===== config.mk =====
export PLATFORM = sky130hd
export DESIGN_NAME = bl_pwm_locked
export DESIGN_NICKNAME = d
export VERILOG_FILES = /design/src/rtl/bl_pwm_pkg.sv /design/src/rtl/bl_pwm_regs.sv /design/src/rtl/bl_pwm_counter.sv /design/src/rtl/bl_pwm_dither.sv /design/src/rtl/bl_pwm_locked.sv
export SDC_FILE = /design/constraint.sdc
export NUM_CORES = 1
export LEC_CHECK = 0
export BUFFER_PORTS_ARGS = -buffer_cell sky130_fd_sc_hd__buf_4
export CAP_MARGIN = 10
export CORE_UTILIZATION = 53
export DETAILED_ROUTE_END_ITERATION = 16
export PLACE_DENSITY = 0.7
export SYNTH_ARGS = -nofsm -noshare
export SYNTH_HDL_FRONTEND = slang
export SYNTH_SLANG_ARGS = --single-unit

===== constraint.sdc =====
create_clock -name clk -period 6.25 [get_ports clk]
set_input_delay 0 -clock clk [delete_from_list [all_inputs] [get_ports clk]]
set_output_delay 0 -clock clk [all_outputs]
set_load 0.02 [all_outputs]

===== src/rtl/bl_pwm_pkg.sv =====
package bl_pwm_pkg;
   // register select codes on the write port
   typedef enum logic [1:0] {
      ADR_DUTY   = 2'd0,
      ADR_PERIOD = 2'd1,
      ADR_ENABLE = 2'd2,
      ADR_LOCK   = 2'd3
   } reg_addr_e;

   // width of the bit-count field for a given counter width
   function automatic int unsigned bitcnt_width(input int unsigned w);
      return $clog2(w + 1);
   endfunction
endpackage


===== src/rtl/bl_pwm_regs.sv =====
module bl_pwm_regs
   import bl_pwm_pkg::*;
#(
   parameter int unsigned DUTY_W = 16,
   parameter int unsigned BC_W   = 5,
   parameter int unsigned DATA_W = 32
) (
   input  logic              clk,
   input  logic              rst_n,
   input  logic              wr_en,
   input  logic [1:0]        wr_addr,
   input  logic [DATA_W-1:0] wr_data,
   input  logic              wrap,
   output logic [DUTY_W-1:0] act_duty,
   output logic              act_frac,
   output logic [DUTY_W-1:0] act_period,
   output logic [BC_W-1:0]   act_bc,
   output logic              out_en,
   output logic              eff_lock,
   output logic              xfer,
   output logic              pending
);
   logic [DUTY_W-1:0] sh_duty, sh_period;
   logic              sh_frac;
   logic [BC_W-1:0]   sh_bc;
   logic              grp_lock, lock_override;
   logic              stage_wr;

   wire unused_hi = ^wr_data[DATA_W-1:DUTY_W+BC_W];

   assign stage_wr = wr_en && (wr_addr == ADR_DUTY || wr_addr == ADR_PERIOD);
   assign eff_lock = grp_lock & lock_override;
   assign xfer     = wrap & ~eff_lock;

   // shadow copies and immediate controls
   always_ff @(posedge clk or negedge rst_n) begin
      if (!rst_n) begin
         sh_duty       <= '0;
         sh_frac       <= 1'b0;
         sh_period     <= '0;
         sh_bc         <= '0;
         out_en        <= 1'b0;
         grp_lock      <= 1'b0;
         lock_override <= 1'b0;
      end else if (wr_en) begin
         unique case (wr_addr)
            ADR_DUTY: begin
               sh_duty <= wr_data[DUTY_W-1:0];
               sh_frac <= wr_data[DUTY_W];
            end
            ADR_PERIOD: begin
               sh_period <= wr_data[DUTY_W-1:0];
               sh_bc     <= wr_data[DUTY_W+BC_W-1:DUTY_W];
            end
            ADR_ENABLE: out_en <= wr_data[0];
            default: begin
               grp_lock      <= wr_data[0];
               lock_override <= wr_data[1];
            end
         endcase
      end
   end

   // active copies, loaded only at a period boundary with the lock open
   always_ff @(posedge clk or negedge rst_n) begin
      if (!rst_n) begin
         act_duty   <= '0;
         act_frac   <= 1'b0;
         act_period <= '0;
         act_bc     <= '0;
      end else if (xfer) begin
         act_duty   <= sh_duty;
         act_frac   <= sh_frac;
         act_period <= sh_period;
         act_bc     <= sh_bc;
      end
   end

   // staged-update flag: a new write wins over a same-cycle transfer
   always_ff @(posedge clk or negedge rst_n) begin
      if (!rst_n)        pending <= 1'b0;
      else if (stage_wr) pending <= 1'b1;
      else if (xfer)     pending <= 1'b0;
   end
endmodule


===== src/rtl/bl_pwm_counter.sv =====
module bl_pwm_counter #(
   parameter int unsigned CNT_W = 16
) (
   input  logic             clk,
   input  logic             rst_n,
   input  logic [CNT_W-1:0] period_eff,
   output logic [CNT_W-1:0] cnt,
   output logic             wrap
);
   logic [CNT_W-1:0] last;

   // period_eff is never zero, so last never underflows
   assign last = period_eff - 1'b1;
   assign wrap = (cnt >= last);

   always_ff @(posedge clk or negedge rst_n) begin
      if (!rst_n)    cnt <= '0;
      else if (wrap) cnt <= '0;
      else           cnt <= cnt + 1'b1;
   end
endmodule


===== src/rtl/bl_pwm_dither.sv =====
module bl_pwm_dither #(
   parameter int unsigned DUTY_W    = 16,
   parameter int unsigned BC_W      = 5,
   parameter bit          DITHER_EN = 1'b1
) (
   input  logic              clk,
   input  logic              rst_n,
   input  logic              wrap,
   input  logic              frac_mode,
   input  logic [DUTY_W-1:0] frac,
   input  logic [BC_W-1:0]   frac_w,
   output logic              extra
);
   generate
      if (DITHER_EN) begin : g_acc
         logic [DUTY_W-1:0] acc;
         logic [DUTY_W:0]   sum, fmask;
         logic              carry;

         assign fmask = ~({(DUTY_W+1){1'b1}} << frac_w);
         assign sum   = {1'b0, acc} + {1'b0, frac};
         assign carry = |(sum >> frac_w);

         always_ff @(posedge clk or negedge rst_n) begin
            if (!rst_n) begin
               acc   <= '0;
               extra <= 1'b0;
            end else if (wrap) begin
               if (frac_mode) begin
                  acc   <= sum[DUTY_W-1:0] & fmask[DUTY_W-1:0];
                  extra <= carry;
               end else begin
                  acc   <= '0;
                  extra <= 1'b0;
               end
            end
         end
      end else begin : g_none
         wire unused_dither = ^{clk, rst_n, wrap, frac_mode, frac, frac_w};
         assign extra = 1'b0;
      end
   endgenerate
endmodule


===== src/rtl/bl_pwm_locked.sv =====
module bl_pwm_locked
   import bl_pwm_pkg::*;
#(
   parameter int unsigned DUTY_W    = 16,
   parameter int unsigned DATA_W    = 32,
   parameter bit          DITHER_EN = 1'b1
) (
   input  logic              clk,
   input  logic              rst_n,
   input  logic              wr_en,
   input  logic [1:0]        wr_addr,
   input  logic [DATA_W-1:0] wr_data,
   output logic              pwm_o,
   output logic              pending_o
);
   localparam int unsigned BC_W = bitcnt_width(DUTY_W);
   localparam logic [BC_W-1:0] FULL_BC = BC_W'(DUTY_W);

   generate
      if (DUTY_W < 2) begin : g_bad_duty
         $error("DUTY_W must be at least 2");
      end
      if (DATA_W <= DUTY_W + BC_W) begin : g_bad_data
         $error("DATA_W must exceed DUTY_W plus the bit-count field");
      end
   endgenerate

   logic [DUTY_W-1:0] act_duty, act_period;
   logic              act_frac;
   logic [BC_W-1:0]   act_bc;
   logic              out_en, eff_lock, xfer, pending, wrap, extra;
   logic [DUTY_W-1:0] cnt;

   bl_pwm_regs #(.DUTY_W(DUTY_W), .BC_W(BC_W), .DATA_W(DATA_W)) u_regs (
      .clk(clk), .rst_n(rst_n), .wr_en(wr_en), .wr_addr(wr_addr),
      .wr_data(wr_data), .wrap(wrap), .act_duty(act_duty),
      .act_frac(act_frac), .act_period(act_period), .act_bc(act_bc),
      .out_en(out_en), .eff_lock(eff_lock), .xfer(xfer), .pending(pending)
   );

   // bit-count decode: 0 or out of range selects full width
   logic [BC_W-1:0]   bc_eff, frac_w;
   logic [DUTY_W-1:0] pmask, pmasked, period_eff;
   logic [DUTY_W-1:0] duty_int, duty_frac;
   logic [DUTY_W:0]   thresh;

   assign bc_eff     = (act_bc == '0 || act_bc > FULL_BC) ? FULL_BC : act_bc;
   assign frac_w     = FULL_BC - bc_eff;
   assign pmask      = ~({DUTY_W{1'b1}} << bc_eff);
   assign pmasked    = act_period & pmask;
   assign period_eff = (pmasked == '0) ? pmask : pmasked;
   assign duty_int   = act_duty >> frac_w;
   assign duty_frac  = act_frac ? (act_duty & ~({DUTY_W{1'b1}} << frac_w)) : '0;

   bl_pwm_counter #(.CNT_W(DUTY_W)) u_cnt (
      .clk(clk), .rst_n(rst_n), .period_eff(period_eff),
      .cnt(cnt), .wrap(wrap)
   );

   bl_pwm_dither #(.DUTY_W(DUTY_W), .BC_W(BC_W), .DITHER_EN(DITHER_EN)) u_dith (
      .clk(clk), .rst_n(rst_n), .wrap(wrap), .frac_mode(act_frac),
      .frac(duty_frac), .frac_w(frac_w), .extra(extra)
   );

   assign thresh    = {1'b0, duty_int} + {{DUTY_W{1'b0}}, extra};
   assign pwm_o     = out_en & ({1'b0, cnt} < thresh);
   assign pending_o = pending;
endmodule


# Word-level counts from Yosys, hierarchy flattened
# Cells that the tools add are included.
[totals]
register_bits = 113
in_bits = 37
out_inout_bits = 2
elab_cells = 62
[op_classes]
add_sub_neg = 5
magnitude_cmp = 3
eq_ne = 2
shifts = 5
muxes = 8
bitwise_logic = 11
n_reduce_logical = 13
[ops]
columns = ["op", "n"]
rows = [
  ["16-bit 2-to-1 mux", 4],
  ["16-bit bitwise AND", 3],
  ["16-bit NOT", 3],
  ["16-bit by 5-bit left shift with 16-bit output (first input constant)", 2],
  ["16-bit by 1-bit adder with 17-bit output", 1],
  ["16-bit by 16-bit adder with 17-bit output", 1],
  ["16-bit by 17-bit less-than comparator with 1-bit output", 1],
  ["17-bit OR reduction", 1],
  ["17-bit by 5-bit left shift with 16-bit output (first input constant)", 1],
  ["17-bit by 5-bit >> shifter with 17-bit output", 1],
  ["16-bit by 1-bit adder with 16-bit output (second input constant)", 1],
  ["16-bit greater-or-equal comparator", 1],
  ["16-bit logical NOT", 1],
  ["16-bit by 5-bit >> shifter with 16-bit output", 1],
  ["16-bit by 1-bit subtractor with 16-bit output (second input constant)", 1],
  ["2-bit AND reduction", 4],
  ["5-bit > comparator (second input constant)", 1],
  ["5-bit logical NOT", 1],
  ["5-bit 2-to-1 mux", 1],
  ["5-bit subtractor (first input constant)", 1],
  ["1-bit bitwise AND", 3],
  ["1-bit 2-to-1 mux", 3],
  ["3-bit OR reduction", 1],
  ["2-bit by 1-bit equality test with 1-bit output (second input constant)", 1],
  ["6 further kinds", 8],
]

# Depth between registers and ports, before layout
[logic_depth]
word_depth = 13
ltp_mapped = 33
depth_no_buf = 27

# By module
# Synthesis repeated with hierarchy kept, for this count alone.
[hier_totals]
hier_cells = 913
area_unflattened_um2 = 8903.5
[by_module_without_submodules]
columns = ["mod", "n_inst", "cells_per_inst", "area_each_um2", "seq_area_each_um2"]
rows = [
  ["bl_pwm_regs", 1, 175, 2999.1, 2001.9],
  ["bl_pwm_locked", 1, 314, 2311.0, 0.0],
  ["bl_pwm_dither", 1, 270, 2128.3, 425.4],
  ["bl_pwm_counter", 1, 154, 1465.2, 400.4],
]

# Least setup slack after synthesis
# Ideal clock, no wire load.
[synth_timing]
path_type = "register to register"
from = "register u_regs.act_bc[3]"
to = "register u_dith.extra"
setup_ns = 0.134
arrival_ns = 6.466
required_time_ns = 6.116
setup_slack_ns = -0.350
stages_incl_launch_ff = 30
path_buffers = 8
period_less_slack_ns = 6.600
cell_sequence = "dfrtp_1 > or4_1 > ha_1 > nand2b_4 > buf_12 > buf_12 > buf_2 > clkbuf_1 > ha_1 > inv_1 > ha_1 > buf_2 > buf_1 > buf_2 > clkbuf_1 > nor2_1 > nand2_1 > o21ai_0 > nor2_1 > ha_1 > a21o_1 > a221oi_2 > o31a_2 > xnor2_1 > a2111oi_2 > a22oi_1 > nor4b_2 > a22oi_1 > a221oi_1 > a31oi_1"
[synth_via]
elab_chain_len = 12
word_cells_on_any_way = 20
classes_between = "3 x add/sub; 2 x order compare; 3 x shift; 4 x mux; 4 x bitwise; 4 x reduce/logical"
[synth_rtl]
columns = ["element", "line", "source"]
rows = [
  ["from (decl)", "bl_pwm_regs.sv:17", "output logic [BC_W-1:0] act_bc,"],
  ["from (signal assigned)", "bl_pwm_regs.sv:70", "act_bc <= '0;"],
  ["from (signal assigned)", "bl_pwm_regs.sv:75", "act_bc <= sh_bc;"],
  ["5-bit > comparator / 5-bit logical NOT (equally long branches)", "bl_pwm_locked.sv:47", "assign bc_eff = (act_bc == '0 || act_bc > FULL_BC) ? FULL_BC : act_bc;"],
  ["1-bit logical OR", "bl_pwm_locked.sv:47", ""],
  ["5-bit 2-to-1 mux (*)", "bl_pwm_locked.sv:47", ""],
  ["5-bit subtractor", "bl_pwm_locked.sv:48", "assign frac_w = FULL_BC - bc_eff;"],
  ["16-bit by 5-bit left shift with 16-bit output", "bl_pwm_locked.sv:53", "assign duty_frac = act_frac ? (act_duty & ~({DUTY_W{1'b1}} << frac_w)) : '0;"],
  ["16-bit NOT", "bl_pwm_locked.sv:53", ""],
  ["16-bit bitwise AND", "bl_pwm_locked.sv:53", ""],
  ["16-bit 2-to-1 mux", "bl_pwm_locked.sv:53", ""],
  ["16-bit by 16-bit adder with 17-bit output", "bl_pwm_dither.sv:21", "assign sum = {1'b0, acc} + {1'b0, frac};"],
  ["17-bit by 5-bit >> shifter with 17-bit output", "bl_pwm_dither.sv:22", "assign carry = |(sum >> frac_w);"],
  ["17-bit OR reduction", "bl_pwm_dither.sv:22", ""],
  ["1-bit 2-to-1 mux", "bl_pwm_dither.sv:29", "if (frac_mode) begin"],
  ["to (signal assigned)", "bl_pwm_dither.sv:31", "extra <= carry;"],
  ["to (decl)", "bl_pwm_dither.sv:12", "output logic extra"],
]
# Mark *: on every way between the ends. The rest lies on a longest branch, timed or not.
# A chain may end at the register's enable or synchronous reset.

# Worst setup path after layout
[layout_timing]
from = "register u_regs.act_bc[3]"
to = "register u_regs.act_frac"
[layout_via]
elab_chain_len = 11
word_cells_on_any_way = 12
classes_between = "1 x add/sub; 2 x order compare; 1 x shift; 2 x mux; 3 x bitwise; 3 x reduce/logical"
[layout_rtl]
columns = ["element", "line", "source"]
rows = [
  ["5-bit > comparator / 5-bit logical NOT (equally long branches)", "bl_pwm_locked.sv:47", ""],
  ["1-bit logical OR", "bl_pwm_locked.sv:47", ""],
  ["5-bit 2-to-1 mux (*)", "bl_pwm_locked.sv:47", ""],
  ["16-bit by 5-bit left shift with 16-bit output (*)", "bl_pwm_locked.sv:49", "assign pmask = ~({DUTY_W{1'b1}} << bc_eff);"],
  ["16-bit NOT (*)", "bl_pwm_locked.sv:49", ""],
  ["16-bit bitwise AND", "bl_pwm_locked.sv:50", "assign pmasked = act_period & pmask;"],
  ["16-bit logical NOT", "bl_pwm_locked.sv:51", "assign period_eff = (pmasked == '0) ? pmask : pmasked;"],
  ["16-bit 2-to-1 mux (*)", "bl_pwm_locked.sv:51", ""],
  ["16-bit by 1-bit subtractor with 16-bit output (*)", "bl_pwm_counter.sv:13", "assign last = period_eff - 1'b1;"],
  ["16-bit greater-or-equal comparator (*)", "bl_pwm_counter.sv:14", "assign wrap = (cnt >= last);"],
  ["1-bit bitwise AND (*)", "bl_pwm_regs.sv:33", "assign xfer = wrap & ~eff_lock;"],
  ["to (signal assigned)", "bl_pwm_regs.sv:73", "act_frac <= sh_frac;"],
  ["to (decl)", "bl_pwm_regs.sv:15", "output logic act_frac,"],
]
# Marks and branches as above.

==> reports/results.ini <==
[outcome]
status=complete, no violations

[placement]
place_hpwl_um=15600
globalplace.congestion=0.925
portBuffers=27
place_ws_ns=0.282

[clock_network]
cts_inserted_buffers=17
clock-sinks=113
path_clk_slew_ns=0.06
ctsRootBufferMaster=clkbuf_16
clkLatencyLatePin_ns=0.42
cts_tree=built
cts_max_path_buffers=2
htree_levels=4
post_cts_buffers=0

[critical_path]
cp.arrival_ns=6.27
critPathKind=reg -> reg
ff2ff_path_depth=26
crit_required_ns=6.55
r2r_end=u_regs.act_frac
r2r_slack_ns=0.29
end_kind=flip-flop
worstSetupStartpointType=flip-flop
r2r_start=u_regs.act_bc[3]
crit_start=u_regs.act_bc[3]
crit_fanout=20
crit_end=u_regs.act_frac

[timing]
slew_violations=0
finalWorstPathRequiredPeriod_ns=5.96
skew_ns=0.00700
fin_ws_ns=0.289
setup_viol=0
worst_pin_slew_ns=1.00
grt_setup_unrepaired=true
relSlewSlack_pct=32.9
max_freq_mhz=168
finalCritPeriodShare_pct=95.4
hold_viol_final=0

[pwr]
p_switching_mw=0.493
ir_drop_mv=0.239
cell_internal_pwr_mw=1.45
p_per_area_mw_per_mm2=195
p_total_mw=1.95
leakagePower_nw=4.61
pwr-share-comb_pct=5.3
seqPwrFrac_pct=41.9
p_sw_share_pct=25.3
pwr-share-clk_pct=52.8

[drt]
avgRoutedWirePerCell_um=19.3
vias=7053
dr.pass1.iters=5
viasPerCell=6.02
antenna_left=0
wirelength_um=22600
drc=0
drt_iter0_drc=768

[synth]
yosysTopAreaCell=dfrtp_1
syn_area_per_cell_sq_um=9.54
syn_inst=892
synth-edff-count=0
syn_nets=989
ys_ff_latch=113
yosys-top-cells-area=dfrtp_1 33%, mux2_2 11%, ha_1 8.7%
synth_area_sq_mm=0.00851
ys.flop_type=dfrtp_1
yosysUniqueCellTypes=84
synth.top_cell.area_share_pct=33.2
synth_warnings=0
async_flop_share_pct=100
synth-seq-area-share_pct=33.2

[floorplanning]
chipWidth_um=129
ios=39
fp.dieH_um=129
die_area_sq_mm=0.0166
start_util_pct=55.2
core-area_sq_mm=0.0154
row_count=45

[grt]
grt_overflow=0
grt_max_degree=64
grt_pass1_wl_um=36400
antenna_found_initial=0
grt_pass1_vias=6976
track_usage_pct=28.7

[cells_and_area]
layout.nets=1045
areaGrowthSynthToFinish_pct=17.2
drive_above_1_share_pct=21.9
antennaDiodeCount=0
fill_cells=1251
mostFrequentLayoutCells=113 x dfrtp_1, 86 x nand2_1, 81 x mux2_2
final_common_cell=dfrtp_1

[run]
maxCapViolCount=0

[hold_path]
hold_path_class=in -> async

==> how the worst min path moves through the flow <==
stage	start	slack, ns	depth (start not counted)	to
after floorplan	rst_n	-0.30	0	u_cnt.cnt[0]
after global placement	rst_n	0.16	1	u_dith.g_acc.acc[12]
after detailed placement	rst_n	0.17	1	u_dith.g_acc.acc[12]
after CTS	rst_n	0.27	2	u_dith.g_acc.acc[12]
after global routing	rst_n	0.33	2	u_dith.g_acc.acc[12]
final	rst_n	0.23	2	u_dith.g_acc.acc[12]
==> cells in the mapped netlist, drive strengths merged (4+ instances only) <==
cell and count:
nand3b 5, a211oi 13, nor2b 7, o21a 4, nor3 12, xnor2 38
ha 59, and3 16, nand2 88, o22ai 6, mux2 81, xor2 13
nand3 34, o211ai 7, a21oi 48, nor4 7, nor2 48, a31oi 6
o31ai 9, or3 4, nand4 8, dfrtp 113, inv 27, mux2i 26
clkbuf 19, mux4 7, nand2b 10, o21ai 54, and2 27, buf 23
a21o 20
==> state kept, by name (all words and copies together), names as in the netlist, 5 cells and up <==
signal             cells
u_cnt.cnt             16
u_dith.g_acc.acc      16
u_regs.act_bc          5
u_regs.act_duty       16
u_regs.act_period     16
u_regs.sh_bc           5
u_regs.sh_duty        16
u_regs.sh_period      16
==> critical path, stage by stage, from the launching register on <==
cell      delay, ns
dfrtp_1        0.44
or4_1          0.54
ha_1           0.37
nand2b_4       0.16
ha_1           0.23
inv_1          0.11
ha_4           0.17
maj3_1         0.32
o22ai_1        0.18
nand2_1        0.12
nor3_4         0.28
o21a_1         0.20
inv_1          0.06
ha_1           0.21
nand2_1        0.09
a21o_1         0.16
a211oi_4       0.07
nor2b_4        0.15
a211oi_1       0.30
ha_1           0.30
a21o_1         0.16
a21oi_1        0.13
o21ai_0        0.14
a21oi_4        0.22
a21o_4         0.15
buf_12         0.17
mux2_2         0.37
==> metal layers <==
layer	vias to the layer above	wire length [um]	GRT usage, %
met5	-	0	0
met4	0	556	11.3
met3	45	1120	4.57
met2	207	10800	47.0
met1	3417	10200	38.1
li1	3384	-	-
==> power groups by stage <==
stage | combinational [mW] | clock, mW | sequential (mW)
floorplan | 0.0514 | 0 | 0.811
global placement | 0.0851 | 0 | 0.823
detailed placement | 0.0879 | 0 | 0.825
CTS | 0.102 | 1.03 | 0.813
global route | 0.114 | 1.06 | 0.821
finish | 0.104 | 1.03 | 0.816
==> per-stage QoR <==
stage                     cells  instance area (sq um)  TNS, ns  utilization, %  hold slack, ns
after floorplan             892                   8540        0               -          -0.296
after CTS                  1171                   9880        0            64.0           0.271
after detailed placement   1113                   9000        0            58.3           0.165
final                      1172                   9970        0            64.6           0.230
after global placement     1113                   9000        0            58.3           0.160
after global routing       1172                   9970  -0.0386            64.6           0.330
==> cell families (layout without fill, tap and decap cells) <==
| family | Yosys count | count (layout) | share of synthesized area [%] |
|---|---|---|---|
| AO/OA/AOI/OAI | 206 | 206 | 16.0 |
| flip-flops | 113 | 113 | 33.2 |
| AND/OR/NAND/NOR | 278 | 278 | 17.0 |
| XOR/XNOR | 51 | 51 | 5.47 |
| multiplexers | 114 | 114 | 15.6 |
| adder cells (fa/ha/maj) | 61 | 61 | 9.03 |
| buffers and inverters | 69 | 138 | 3.69 |
==> what timing repair did <==
action                                  4_1_cts  5_1_grt
gates resized for setup                       0       17
hold buffers                                 26        0
endpoints found under the setup margin        0       67
endpoints found under the hold margin       104        0
==> layout make-up <==
type | instances | area, sq um | share of cell area [%]
inverters | 27 | 101 | 1.02
multi-input cells | 710 | 5460 | 54.8
clock buffers | 17 | 425 | 4.27
well taps | 211 | 264 | 2.65
repair buffers | 79 | 696 | 6.98
flip-flops and latches | 113 | 2830 | 28.4
clock inverters | 15 | 194 | 1.94
(Power assumes the default switching activity.)
